[src/rtl/flash_cmd_pkg.sv]
package flash_cmd_pkg;

  typedef enum logic [2:0] {
    M_READ    = 3'd0,
    M_IDREAD  = 3'd1,
    M_PROGRAM = 3'd2,
    M_BULK    = 3'd3,
    M_SECTOR  = 3'd4,
    M_ERROR   = 3'd5,
    M_RECOVER = 3'd6
  } mode_e;

  typedef enum logic [2:0] {
    C_NONE,
    C_RESET,
    C_PROGRAM,
    C_BULK,
    C_SECTOR,
    C_IDREAD
  } cmd_e;

  typedef enum logic [2:0] {
    D_IDLE,
    D_KEY1,
    D_KEY2,
    D_PGM_ARMED,
    D_ERS_ARMED
  } dec_e;

  localparam logic [7:0] KEY1_DATA   = 8'hAA;
  localparam logic [7:0] KEY2_DATA   = 8'h55;
  localparam logic [7:0] OP_RESET    = 8'hF0;
  localparam logic [7:0] OP_PROGRAM  = 8'hA0;
  localparam logic [7:0] OP_ERASE    = 8'h80;
  localparam logic [7:0] OP_IDREAD   = 8'h90;
  localparam logic [7:0] OP_BULK     = 8'h10;
  localparam logic [7:0] OP_SECTOR   = 8'h30;

endpackage

[src/rtl/flash_cmd_decode.sv]
module flash_cmd_decode
  import flash_cmd_pkg::*;
#(
  parameter int ADDR_W = 12,
  parameter logic [ADDR_W-1:0] KEY1_ADDR = 'h555,
  parameter logic [ADDR_W-1:0] KEY2_ADDR = 'hAAA
) (
  input  logic              clk,
  input  logic              rst,
  input  logic              accept,
  input  logic              flush,
  input  logic              wr_en,
  input  logic [ADDR_W-1:0] wr_addr,
  input  logic [7:0]        wr_data,
  output cmd_e              cmd
);

  dec_e step_q, step_d;

  always_comb begin
    step_d = step_q;
    cmd    = C_NONE;
    if (wr_en) begin
      step_d = D_IDLE;
      if (wr_data == OP_RESET) begin
        cmd = C_RESET;
      end else if (accept) begin
        unique case (step_q)
          D_IDLE:
            if (wr_addr == KEY1_ADDR && wr_data == KEY1_DATA) step_d = D_KEY1;
          D_KEY1:
            if (wr_addr == KEY2_ADDR && wr_data == KEY2_DATA) step_d = D_KEY2;
          D_KEY2:
            if (wr_addr == KEY1_ADDR) begin
              if (wr_data == OP_PROGRAM)     step_d = D_PGM_ARMED;
              else if (wr_data == OP_ERASE)  step_d = D_ERS_ARMED;
              else if (wr_data == OP_IDREAD) cmd = C_IDREAD;
            end
          D_PGM_ARMED: cmd = C_PROGRAM;
          D_ERS_ARMED:
            if (wr_data == OP_BULK)        cmd = C_BULK;
            else if (wr_data == OP_SECTOR) cmd = C_SECTOR;
          default: step_d = D_IDLE;
        endcase
      end
    end
    if (flush || !accept) step_d = D_IDLE;
  end

  always_ff @(posedge clk) begin
    if (rst) step_q <= D_IDLE;
    else     step_q <= step_d;
  end

endmodule

[src/rtl/flash_cmd_recover.sv]
module flash_cmd_recover #(
  parameter int REC_CYCLES = 8
) (
  input  logic clk,
  input  logic rst,
  input  logic start,
  output logic expired
);

  localparam int CNT_W = (REC_CYCLES < 2) ? 1 : $clog2(REC_CYCLES);

  logic [CNT_W-1:0] cnt_q;

  always_ff @(posedge clk) begin
    if (rst)                cnt_q <= '0;
    else if (start)         cnt_q <= CNT_W'(REC_CYCLES - 1);
    else if (cnt_q != '0)   cnt_q <= cnt_q - 1'b1;
  end

  assign expired = (cnt_q == '0);

endmodule

[src/rtl/flash_cmd_ctrl.sv]
module flash_cmd_ctrl
  import flash_cmd_pkg::*;
#(
  parameter int ADDR_W     = 12,
  parameter int CLK_MHZ    = 250,
  parameter int RECOVER_US = 25
) (
  input  logic              clk,
  input  logic              rst,
  input  logic              wr_en,
  input  logic [ADDR_W-1:0] wr_addr,
  input  logic [7:0]        wr_data,
  input  logic              hw_abort,
  input  logic              op_done,
  input  logic              op_fail,
  output logic [2:0]        mode,
  output logic              err_flag,
  output logic              busy
);

  localparam int REC_CYCLES = CLK_MHZ * RECOVER_US;

  mode_e mode_q, mode_d;
  logic  err_q, err_d, busy_q, rec_start, rec_expired;
  cmd_e  cmd;

  flash_cmd_decode #(.ADDR_W(ADDR_W)) u_decode (
    .clk     (clk),
    .rst     (rst),
    .accept  (mode_q == M_READ),
    .flush   (hw_abort),
    .wr_en   (wr_en),
    .wr_addr (wr_addr),
    .wr_data (wr_data),
    .cmd     (cmd)
  );

  flash_cmd_recover #(.REC_CYCLES(REC_CYCLES)) u_recover (
    .clk     (clk),
    .rst     (rst),
    .start   (rec_start),
    .expired (rec_expired)
  );

  always_comb begin
    mode_d    = mode_q;
    err_d     = err_q;
    rec_start = 1'b0;
    if (hw_abort) begin
      err_d = 1'b0;
      if (mode_q == M_READ || mode_q == M_IDREAD) begin
        mode_d = M_READ;
      end else begin
        mode_d    = M_RECOVER;
        rec_start = 1'b1;
      end
    end else begin
      unique case (mode_q)
        M_READ:
          unique case (cmd)
            C_PROGRAM: mode_d = M_PROGRAM;
            C_BULK:    mode_d = M_BULK;
            C_SECTOR:  mode_d = M_SECTOR;
            C_IDREAD:  mode_d = M_IDREAD;
            default:   mode_d = M_READ;
          endcase
        M_IDREAD:
          if (cmd == C_RESET) mode_d = M_READ;
        M_PROGRAM, M_BULK, M_SECTOR:
          if (op_fail) begin
            mode_d = M_ERROR;
            err_d  = 1'b1;
          end else if (op_done) begin
            mode_d = M_READ;
          end else if (mode_q == M_SECTOR && cmd == C_RESET) begin
            mode_d    = M_RECOVER;
            rec_start = 1'b1;
          end
        M_ERROR:
          if (cmd == C_RESET) begin
            mode_d    = M_RECOVER;
            err_d     = 1'b0;
            rec_start = 1'b1;
          end
        M_RECOVER:
          if (rec_expired) mode_d = M_READ;
        default: mode_d = M_READ;
      endcase
    end
  end

  always_ff @(posedge clk) begin
    if (rst) begin
      mode_q <= M_READ;
      err_q  <= 1'b0;
      busy_q <= 1'b0;
    end else begin
      mode_q <= mode_d;
      err_q  <= err_d;
      busy_q <= (mode_d == M_PROGRAM) || (mode_d == M_BULK) ||
                (mode_d == M_SECTOR)  || (mode_d == M_RECOVER);
    end
  end

  assign mode     = mode_q;
  assign err_flag = err_q;
  assign busy     = busy_q;

endmodule

[config.mk]
export PLATFORM = sky130hd
export DESIGN_NAME = flash_cmd_ctrl
export DESIGN_NICKNAME = d
export VERILOG_FILES = /design/src/rtl/flash_cmd_pkg.sv /design/src/rtl/flash_cmd_decode.sv /design/src/rtl/flash_cmd_recover.sv /design/src/rtl/flash_cmd_ctrl.sv
export SDC_FILE = /design/constraint.sdc
export NUM_CORES = 1
export LEC_CHECK = 0
export BUFFER_PORTS_ARGS = -buffer_cell sky130_fd_sc_hd__buf_2
export CAP_MARGIN = 20
export CORE_ASPECT_RATIO = 0.6
export CORE_MARGIN = 5
export CORE_UTILIZATION = 45
export DETAILED_ROUTE_END_ITERATION = 10
export PLACE_DENSITY = 0.67
export SLEW_MARGIN = 30
export SYNTH_ARGS = -nofsm -noshare
export SYNTH_HDL_FRONTEND = slang
export SYNTH_HIERARCHICAL = 1
export SYNTH_SLANG_ARGS = --single-unit
[constraint.sdc]
create_clock -name clk -period 5.29 [get_ports clk]
set_clock_uncertainty 0.05 [all_clocks]
set_input_delay 0.2645 -clock clk [delete_from_list [all_inputs] [get_ports clk]]
set_output_delay 0.2645 -clock clk [all_outputs]
set_load 0.005 [all_outputs]
==> results, run 1 <==
- The setup path with the least slack is of type reg2reg.
- After clock tree synthesis, the flow added hold-fix buffers numbering 0.
- The synthesized design contains 21 register bits.
- In this run the biggest area consumer among cell types represents a little over a quarter of the synthesized area.
- For the worst-skew pair, the clock arrives at the later sink with an insertion delay of approximately 260 ps.
- The die extent in x is 85.74 microns.
- TritonCTS created 3 clock buffers.
- Yosys attributes the largest share of cell area to dfxtp_1, a21oi_1, nor2_1, or3_1, nor3b_1.
- The setup TNS after final layout is 0 ps.
- Data arrives at the worst endpoint at approximately 3400 ps.
- The area growth from synthesis to layout is 14.94%.
- The number of violations of the max-capacitance limit is 0.
- Post-CTS repair changed the size of 0 cells.
- The floorplan step defined a core boundary enclosing 3283 sq um.
- The clock drives 21 sinks.
- After layout, the design draws a total of a little under 0.7 mW.
- The total grt overflow is 0.
- Timing would allow up to just over 300 MHz.
- The leading area contributor after synthesis is dfxtp_1.
- Setup violations remaining at the end of the flow were counted as 0.
- Across all hold checks on the routed design, the worst slack comes to between 200 and 250 ps.
- Synthesis handed over a netlist of around 190 instances.
- The detailed router finished its first iteration with around 150 violations.
- After detailed routing, the total wire length is 4225 microns.
- The worst hold path begins at hw_abort.
- The die covers between 4000 and 5000 sq um.
- The final estimated routing congestion in global placement is 0.9057.
- The smallest clock period supported by the final layout is computed as ~3200 ps.
- The worst flop-to-flop path startpoint is mode[2].
- The via density per instance is roughly 6.3.
- The dominant synthesized flop cell is dfxtp_1.
- The number of nets still failing antenna checks after routing is 0.
- The number of different library cells in the post-synthesis netlist is a little under 60.
- The post-DP HPWL is around 3300 microns.
- In this run the worst path has a maximum fanout of 11.
- The number of antenna violations at the first check in global routing is 0.
- The number of global-route vias before repair is between 1500 and 2000.
- Entering global routing, the biggest net connects 15 pins.
- The number of slew-limit violations in the final report is 0.
- The fraction of final layout cells sized beyond drive strength 1 is between 20% and 30%.
- The post-synth net total is about 220.
- The wire length per cell after detailed routing is between 15 and 20 microns.
- The clock edge transition at the registers on the reported setup and hold paths is about 80 ps.
- The min-delay analysis places its worst path in the category in2reg.
- The level count of the clock H-tree is 1.
- Once layout is complete, the utilization of the core stands at approximately 54%.
- Counting cells, the worst reg-to-reg path comes to 10.
- The number of stages on the worst hold path is 2.
- The capture endpoint of the worst hold path is err_flag.
- Setup repair after global routing left no endpoint under its margin.
- The worst setup path is captured at a flop.
- The antenna diode count is 0.
- Global routing used ~18% of the available tracks.
- The final cycle utilization of the critical path is roughly 60%.
- The clock passes through at most 2 buffers.
- In this run the register-to-register setup slack is roughly 2100 ps.
- For this design the top-level I/O count stands at 31.
- The flow ran to the end, and the final reports show no timing, DRC or antenna violations.
- The measured slew at the worst slew-check pin is between 600 and 700 ps.
- The share of the Yosys chip area taken by registers is between 20% and 30%.
- The launching element type of the critical path is a flop.
- For the worst setup path, the data required time is roughly 5500 ps.
- After the last flow step, the layout net total stands at ~250.
- Input and output buffers added on the ports amount to 30.
- In this run the cell area of the synthesized design comes to between 1500 and 2000 sq um.
- The average instance area after synthesis is 8.110 sq um.
- The headroom to the max-slew limit is between 50% and 60%.
- The overall die height is roughly 55 microns.
- For this design the static power due to leakage is 0.6889 nW.
- TritonCTS built the clock tree.
- The number of placement rows is 16.
- The first global-routing pass estimated about 7100 microns of wire.
- The library cell used as clock root buffer is clkbuf_8.
- The count of endpoints failing hold in the final timing report came to 0.
- Counting flops with an async set or reset pin after synthesis yields a share of 0%.
- The first detailed-routing pass took 4 iterations.
- The effective utilization at floorplan is 47.18%.
- The number of DRC violations after detailed routing is 0.
- The power per unit of standard cell area is 383.4 nW/um^2.
- The number of enable flip-flop cells after synthesis is 0.
- In this run the critical register-to-register path is captured at u_recover/cnt_q[8].
- After clock tree synthesis, the setup repair step added 0 buffers.
- During synthesis, Yosys emitted a total of 6 warnings.
- The maximum resistive drop on vdd is 0.0002632 V.
- The overall via count from detail_route is between 1500 and 2000.
registers in the layout, summed over array words and instances, names as in the netlist:
register	flops
mode	3
u_recover/cnt_q	13
busy	1
u_decode/step_q	3
err_flag	1
critical path: stages, from the launching register on:
cell	delay, ps
dfxtp_1	410
nor3_2	460
nand2_1	160
a41oi_1	340
a21boi_1	440
nor4b_2	110
o21ai_0	100
a22oi_1	130
or2_2	390
or4_1	470
nand2_1	70
layer usage:
metal	vias up	wire length, microns	global-route usage [%]
li1	800	-	-
met4	0	8	2.935
met1	766	1921	25.80
met3	2	520	5.795
met2	97	1776	25.77
met5	-	0	0
synth_stat cells, types with 4 or more instances:
library cell,count
nand2_1,11
o211ai_1,5
clkbuf_1,4
dfxtp_1,21
nand2b_1,5
or4_1,6
nor2_1,14
inv_1,9
nand3_1,7
nor3b_1,6
or3_1,8
a31oi_1,7
nand4_1,5
a21oi_1,11
o21ai_0,6
cell families (layout without fill, tap and decap cells):
group | after synthesis | count (layout) | synth area share [%]
buffers and inverters | 15 | 44 | 3.795
adder cells (fa/ha/maj) | 2 | 2 | 1.615
XOR/XNOR | 2 | 2 | 1.131
multiplexers | 3 | 3 | 1.939
AND/OR/NAND/NOR | 100 | 100 | 42.89
AO/OA/AOI/OAI | 48 | 48 | 21.49
flip-flops | 21 | 21 | 27.14
worst max path at each step:
stage            start  cells past startpoint  slack [ps]                 end
6_report       mode[2]                     10        2080  u_recover/cnt_q[8]
3_3_place_gp   mode[2]                     10        2440  u_recover/cnt_q[8]
2_1_floorplan  mode[2]                     12        2430  u_recover/cnt_q[8]
3_5_place_dp   mode[2]                     10        2190  u_recover/cnt_q[8]
5_1_grt        mode[2]                     10        1930  u_recover/cnt_q[8]
4_1_cts        mode[2]                     10        2170  u_recover/cnt_q[8]
power by group:
| group | internal (mW) | switching [mW] | total (mW) | leakage, nW |
|---|---|---|---|---|
| clock | 0.0538 | 0.0561 | 0.110 | 0.0228 |
| sequential | 0.203 | 0.0513 | 0.254 | 0.171 |
| combinational | 0.143 | 0.176 | 0.319 | 0.495 |
cell usage in the layout, fill, tap and decap left out, drive strengths merged, types with 4 or more instances in the layout:
master,instances
nor2b,4
or4,7
nor2,14
a31oi,7
or3,8
nand2,11
nand4,6
nand3,7
nor3,5
a21oi,12
nand2b,5
o21ai,8
inv,9
o211ai,5
nor3b,8
clkbuf,4
dfxtp,21
buf,30
through the flow:
stage | std cells | setup WS, ps | instance area, sq um
2_1_floorplan | 191 | 2428 | 1549
3_3_place_gp | 261 | 2436 | 1735
3_5_place_dp | 261 | 2193 | 1735
4_1_cts | 265 | 2168 | 1780
5_1_grt | 265 | 1928 | 1780
6_report | 265 | 2082 | 1780
layout make-up:
| type | instances | area (sq um) |
|---|---|---|
| well taps | 45 | 56.30 |
| multi-input cells | 155 | 1070 |
| repair buffers | 30 | 150.1 |
| fillers | 309 | 1503 |
| flip-flops and latches | 21 | 420.4 |
| inverters | 10 | 38.79 |
| clock buffers | 4 | 45.04 |
Note: power is estimated with default switching activity, not from simulation.
==> inputs of run 2 (changes only) <==
==> constraint.sdc (replaced) <==
create_clock -name clk -period 3.1 [get_ports clk]
set_clock_uncertainty 0.05 [all_clocks]
set_input_delay 0.155 -clock clk [delete_from_list [all_inputs] [get_ports clk]]
set_output_delay 0.155 -clock clk [all_outputs]
set_load 0.005 [all_outputs]
==> run 2 against run 1 <==
Effect of this change:
- routed wire length rose by 0.90%
- non-clock buffer count rose by 2
- global-route usage rose by 0.078 points
- register-to-register slack got worse by 1900 ps
- first-iteration DRC count fell by 21%
- cell count rose by 0.75%
- via count rose by 0.54%
- utilization rose by 0.69 points
- setup slack got worse by 1900 ps
- worst hold slack got worse by 120 ps
- critical endpoint unchanged
- largest cell class unchanged
- highest routed layer unchanged
==> results, run 2 (synthesis gave the netlist of run 1 again) <==
- Result of the run: finished, final reports clean (unchanged).
- The number of nets still failing antenna checks after routing is 0 (unchanged).
- The wire length of the first global-routing pass is 7182 microns (was 7100 microns).
- The post-CTS setup buffer count is 0 (unchanged).
- Leading cell types in the layout, fill and taps excluded: buf_2, dfxtp_1, nor2_1, nand2_1, a21oi_1 (unchanged).
- The post-DP HPWL was 3360 microns (was 3267 microns).
- The number of DRC violations after detailed routing came to 0 (unchanged).
- The final estimated routing congestion in global placement is 0.9072 (was 0.9057).
- The largest net degree at the start of global routing came to 15 (unchanged).
- The number of non-filler instances in the completed layout is 267 (was 265).
- The area growth from synthesis to layout came to 16.40% (was 14.94%).
- The clock edge transition at the registers on the reported setup and hold paths is 90 ps (was 80 ps).
- Ordered cell list for the critical path: nor3_4, nand2_1, a41oi_1, o2111a_1, nor4b_2, o21ai_0, a22oi_1, or2_2, or4_1, nand2_1 (was nor3_2, nand2_1, a41oi_1, a21boi_1, nor4b_2, o21ai_0, a22oi_1, or2_2, or4_1, nand2_1).
- The number of stages on the worst hold path is 2 (unchanged).
- The flip-flop count of the largest register after layout was 13 (unchanged).
- The wire length per cell after detailed routing came to 15.97 microns (was 15.94 microns).
- The total grt overflow is 0 (unchanged).
- The area of the die was 4754 sq um (unchanged).
- The net count reported at finish is 251 (was 249).
- The number of global-route vias before repair was 1532 (was 1541).
- The die extent in x is 85.74 microns (unchanged).
- The source of the worst hold timing path is hw_abort (unchanged).
- The maximum resistive drop on vdd is 0.0004249 V (was 0.0002632 V).
- The total of buffers placed on input and output ports is 30 (unchanged).
- The post-layout minimum cycle time came to 2876 ps (was 3208 ps).
- The number of antenna violations at the first check in global routing is 0 (unchanged).
- The area taken by multi-input logic gates is 1076 sq um (was 1070 sq um).
- The final cycle utilization of the critical path came to 92.77% (was 60.65%).
- The register with the most flip-flops is u_recover/cnt_q (unchanged).
- Setup repair after global routing missed its margin: no (unchanged).
- The overall die height is 55.45 microns (unchanged).
- The via density per instance came to 6.270 (was 6.283).
- The measured slew at the worst slew-check pin came to 578.1 ps (was 638.5 ps).
- The power per unit of standard cell area was 648.7 nW/um^2 (was 383.4 nW/um^2).
- The fraction of final layout cells sized beyond drive strength 1 came to 23.42% (was 22.27%).
- The number of slew-limit violations in the final report is 0 (unchanged).
- The TritonCTS clock tree is built (unchanged).
- The required arrival time at the worst endpoint is 3270 ps (was 5450 ps).
- The most prevalent standard cell on the critical path is nand2_1 (unchanged).
- The final wirelength is 4263 microns (was 4225 microns).
- The launching element type of the critical path is a flop (unchanged).
- The maximum single-stage delay on the critical path was 480 ps (was 470 ps).
- The worst hold path class is in2reg (unchanged).
- The level count of the clock H-tree came to 1 (unchanged).
- The number of top-level design ports came to 31 (unchanged).
- The number of placed instances, taps included is 263 (was 261).
- The effective utilization at floorplan is 47.18% (unchanged).
- The routed metal-1 wire length is 2017 microns (was 1921 microns).
- The start-to-end type of the worst setup path is reg2reg (unchanged).
- The total power is 1.170 mW (was 0.6826 mW).
- The overall via count from detail_route is 1674 (was 1665).
- The number of placement rows came to 16 (unchanged).
- The maximum net fanout on the critical path came to 11 (unchanged).
- The length of the first detailed-routing pass in iterations was 4 (unchanged).
- The static leakage is 0.7069 nW (was 0.6889 nW).
- The number of buffers on the longest clock path is 2 (unchanged).
- The most common cell after layout, fill and taps aside is buf_2 (unchanged).
- The number of DRC violations after detailed-routing iteration 0 is 115 (was 146).
- The capture endpoint of the worst hold path was err_flag (unchanged).
- The worst flop-to-flop path startpoint is mode[2] (unchanged).
- The total routing usage reported by global routing is 17.87% (was 17.79%).
- The routed length on met2 is 1746 microns (was 1776 microns).
- The type of element capturing the critical path was a flop (unchanged).
- The endpoint of the most critical register-to-register path is u_recover/cnt_q[8] (unchanged).
- The antenna diode count is 0 (unchanged).
- The count of hold buffers inserted by post-cts repair was 0 (unchanged).
- The fill cell total of the finished layout is 309 (unchanged).
- The slowest cell on the critical path is or4_1 (unchanged).
- The setup TNS after final layout is 0 ps (unchanged).
- The count of endpoints failing hold in the final timing report is 0 (unchanged).
- The insertion delay of the later-clocked pin in the worst-skew pair came to 270 ps (was 260 ps).
- The sum of met3 wire segment lengths after detailed routing is 443 microns (was 520 microns).
- The clock sink count is 21 (unchanged).
- The headroom to the max-slew limit is 61.17% (was 57.10%).
- The data arrival time at the worst-slack endpoint is 3050 ps (was 3370 ps).
- The number of cells on the worst reg-to-reg path is 10 (unchanged).
- The number of violations of the max-capacitance limit is 0 (unchanged).
- The flop-to-flop setup slack is 220 ps (was 2080 ps).
- The count of endpoints failing setup in the final report is 0 (unchanged).
- The core region area was 3283 sq um (unchanged).
- The top routing layer in use is met4 (unchanged).
- The library cell used as clock root buffer is clkbuf_8 (unchanged).
- The number of gates resized after CTS was 0 (unchanged).
- The number of buffers created by CTS is 3 (unchanged).
- The sequential cell area in the final layout was 420.4 sq um (unchanged).
- The upper clock frequency limit is 347.7 MHz (was 311.7 MHz).
==> run 2: changes by cell type in the layout (fill, tap and decap cells not counted) <==
cell      before  now
clkinv_2       1    2
buf_4          0    2
nor3_2         1    0
clkbuf_1       1    0
nor3_4         1    2
==> run 2: layout make-up <==
class / count / share of cell area [%]
multi-input cells: 155 / 59.68
flip-flops and latches: 21 / 23.32
repair buffers: 32 / 9.160
well taps: 45 / 3.123
clock buffers: 3 / 2.290
inverters: 10 / 2.151
clock inverters: 1 / 0.2776
==> run 2: through the flow <==
stage	area [sq um]	worst slack [ps]	hold WS [ps]	utilization [%]
3_3_place_gp	1750	360.9	387.3	53.32
3_5_place_dp	1750	204.1	410.1	53.32
5_1_grt	1803	10.06	128.5	54.92
2_1_floorplan	1549	237.7	167.4	-
4_1_cts	1797	177.3	115.8	54.73
6_report	1803	224.1	117.8	54.92
==> run 2: worst max-delay path by stage <==
stage | from | end | slack, ps | depth (start not counted)
after CTS | mode[2] | u_recover/cnt_q[8] | 180 | 10
after global routing | u_decode/step_q[1] | u_recover/cnt_q[8] | 10 | 10
after global placement | mode[2] | u_recover/cnt_q[8] | 360 | 10
after detailed placement | mode[2] | u_recover/cnt_q[8] | 200 | 10
final | mode[2] | u_recover/cnt_q[8] | 220 | 10
after floorplan | mode[2] | u_recover/cnt_q[8] | 240 | 12
==> run 2: routing by layer <==
| metal | vias up | global-route usage [%] |
|---|---|---|
| met5 | - | 0 |
| met4 | 0 | 4.063 |
| met3 | 8 | 5.349 |
| met2 | 91 | 25.33 |
| met1 | 768 | 26.23 |
| li1 | 807 | - |
==> run 2: critical path, delay by kind of cell (launching register included) <==
kind / cells / cell delay (ps)
AO/OA/AOI/OAI: 4 / 840
AND/OR/NAND/NOR: 6 / 1490
flip-flops: 1 / 430
==> run 2: report_power, final <==
group / switching (mW) / internal (mW) / leakage [nW]
combinational: 0.300 / 0.245 / 0.510
clock: 0.0999 / 0.0898 / 0.0255
sequential: 0.0880 / 0.346 / 0.171
==> inputs of run 3 (changes only) <==
--- a/config.mk
+++ b/config.mk
@@ -9,9 +9,9 @@
 export CAP_MARGIN = 20
 export CORE_ASPECT_RATIO = 0.6
 export CORE_MARGIN = 5
-export CORE_UTILIZATION = 45
+export CORE_UTILIZATION = 40
 export DETAILED_ROUTE_END_ITERATION = 10
-export PLACE_DENSITY = 0.67
+export PLACE_DENSITY = 0.61
 export SLEW_MARGIN = 30
 export SYNTH_ARGS = -nofsm -noshare
 export SYNTH_HDL_FRONTEND = slang
==> run 3 against run 2 <==
Effect of this change:
- critical path depth stayed put
- register-to-register slack improved by 30 ps
- first-iteration DRC count down 12%
- combinational power fell by 3%
- global-route usage fell by 2.5 points
- power is 2.7% lower
- critical endpoint unchanged
- sequential power about the same
- flip-flop and latch count unchanged
- via count decreased by 4.0%
==> results, run 3 (synthesis gave the netlist of run 1 again) <==
- The die extent in x is 90.34 microns (was 85.74 microns).
- The setup TNS after final layout was 0 ps (unchanged).
- The count of endpoints failing setup in the final report is 0 (unchanged).
- The largest net degree at the start of global routing is 15 (unchanged).
- The headroom to the max-slew limit is 62.44% (was 61.17%).
- The flip-flop count of the largest register after layout is 13 (unchanged).
- The maximum resistive drop on vdd is 0.0003655 V (was 0.0004249 V).
- The static leakage is 0.7149 nW (was 0.7069 nW).
- The clock sink count came to 21 (unchanged).
- The register with the most flip-flops is u_recover/cnt_q (unchanged).
- The final wirelength is 3982 microns (was 4263 microns).
- The fraction of final layout cells sized beyond drive strength 1 came to 24.00% (was 23.42%).
- The number of nets still failing antenna checks after routing is 0 (unchanged).
- The number of stages on the worst hold path was 2 (unchanged).
- The post-layout minimum cycle time is 2846 ps (was 2876 ps).
- The level count of the clock H-tree came to 1 (unchanged).
- The total of buffers placed on input and output ports was 30 (unchanged).
- The start-to-end type of the worst setup path was reg2reg (unchanged).
- The data arrival time at the worst-slack endpoint is 3000 ps (was 3050 ps).
- The area growth from synthesis to layout was 17.53% (was 16.40%).
- The number of global-route vias before repair is 1373 (was 1532).
- The number of DRC violations after detailed routing is 0 (unchanged).
- The area of the die is 5258 sq um (was 4754 sq um).
- The power per unit of standard cell area is 625.4 nW/um^2 (was 648.7 nW/um^2).
- The number of top-level design ports is 31 (unchanged).
- The length of the first detailed-routing pass in iterations is 4 (unchanged).
- The launching element type of the critical path is a flop (unchanged).
- The insertion delay of the later-clocked pin in the worst-skew pair is 260 ps (was 270 ps).
- The most common cell after layout, fill and taps aside is buf_2 (unchanged).
- The number of gates resized after CTS is 0 (unchanged).
- The clock edge transition at the registers on the reported setup and hold paths is 80 ps (was 90 ps).
- The overall die height is 58.20 microns (was 55.45 microns).
- The net count reported at finish was 254 (was 251).
- The total power was 1.138 mW (was 1.170 mW).
- The library cell used as clock root buffer is clkbuf_8 (unchanged).
- The cell area after layout is 1821 sq um (was 1803 sq um).
- The number of buffers created by CTS is 3 (unchanged).
- The total grt overflow is 0 (unchanged).
- The count of hold buffers inserted by post-cts repair is 0 (unchanged).
- The final cycle utilization of the critical path is 91.81% (was 92.77%).
- The total routing usage reported by global routing is 15.41% (was 17.87%).
- The setup slack after placement came to 325.4 ps (was 204.1 ps).
- The maximum net fanout on the critical path came to 8 (was 11).
- The number of slew-limit violations in the final report is 0 (unchanged).
- The number of placement rows came to 17 (was 16).
- The via density per instance was 5.908 (was 6.270).
- The overall via count from detail_route is 1607 (was 1674).
- The TritonCTS clock tree is built (unchanged).
- The upper clock frequency limit is 351.4 MHz (was 347.7 MHz).
- The post-CTS setup buffer count is 0 (unchanged).
- The area after detailed placement is 1775 sq um (was 1750 sq um).
- The measured slew at the worst slew-check pin is 559.1 ps (was 578.1 ps).
- The required arrival time at the worst endpoint is 3260 ps (was 3270 ps).
- The number of buffers on the longest clock path was 2 (unchanged).
- The post-DP HPWL is 3135 microns (was 3360 microns).
- The number of antenna violations at the first check in global routing is 0 (unchanged).
- Result of the run: finished, final reports clean (unchanged).
- The final estimated routing congestion in global placement is 0.8869 (was 0.9072).
- The worst hold path class is in2reg (unchanged).
- Leading cell types in the layout, fill and taps excluded: buf_2, dfxtp_1, nor2_1, nand2_1, a21oi_1 (unchanged).
- The effective utilization at floorplan is 41.85% (was 47.18%).
- The wire length per cell after detailed routing is 14.64 microns (was 15.97 microns).
- The number of violations of the max-capacitance limit is 0 (unchanged).
- The wire length of the first global-routing pass was 6665 microns (was 7182 microns).
- The type of element capturing the critical path is a flop (unchanged).
- The core region area is 3701 sq um (was 3283 sq um).
- The count of endpoints failing hold in the final timing report is 0 (unchanged).
- The antenna diode count is 0 (unchanged).
- The final worst-path setup slack came to 253.9 ps (was 224.1 ps).
- The number of DRC violations after detailed-routing iteration 0 came to 101 (was 115).
- Setup repair after global routing missed its margin: no (unchanged).
- The number of cells on the worst reg-to-reg path is 10 (unchanged).
[run 3: metal layers]
metal | wire length, microns | up-vias | share of wire [%] | global-route usage [%]
li1 | - | 815 | - | -
met3 | 312 | 2 | 7.8 | 4.799
met4 | 12 | 0 | 0.30 | 1.911
met5 | 0 | - | 0 | 0
met2 | 1478 | 56 | 37 | 20.31
met1 | 2179 | 734 | 55 | 24.34
[run 3: area by class of cell]
class | instances | area (sq um)
multi-input combinational | 155 | 1070
fill | 379 | 1881
sequential | 21 | 420.4
clock buffer | 4 | 45.04
inverter | 10 | 38.79
timing repair buffer | 35 | 187.7
tap | 47 | 58.81
[run 3: path summary, 6_finish.rpt]
path                      start            endpoint  slack (ps)
max          u_decode/step_q[1]  u_recover/cnt_q[8]         250
min                    hw_abort            err_flag         130
max reg2reg  u_decode/step_q[1]  u_recover/cnt_q[8]         250
min reg2reg  u_recover/cnt_q[9]  u_recover/cnt_q[9]         460
[run 3: per-stage QoR]
step / utilization (%) / hold slack (ps) / instances
global route: 49.19 / 153.2 / 272
detailed placement: 47.97 / 401.6 / 268
floorplan: - / 167.4 / 191
CTS: 49.19 / 118.8 / 272
finish: 49.19 / 129.3 / 272
global placement: 47.97 / 400.2 / 268
[run 3: report_power, final]
part | internal, mW | switching [mW] | leakage, nW
clock | 0.0915 | 0.0889 | 0.0228
sequential | 0.346 | 0.0848 | 0.171
combinational | 0.245 | 0.282 | 0.521
total | 0.683 | 0.456 | 0.715
[run 3: worst max-delay path: stages, from the launching register on]
cell and delay (ps):
dfxtp_1 460, nor2b_2 290, nand4_1 180, o31ai_1 240, o2111a_1 340, nor4b_2 90
o21ai_0 80, a22oi_1 120, or2_2 390, or4_1 480, nand2_1 70
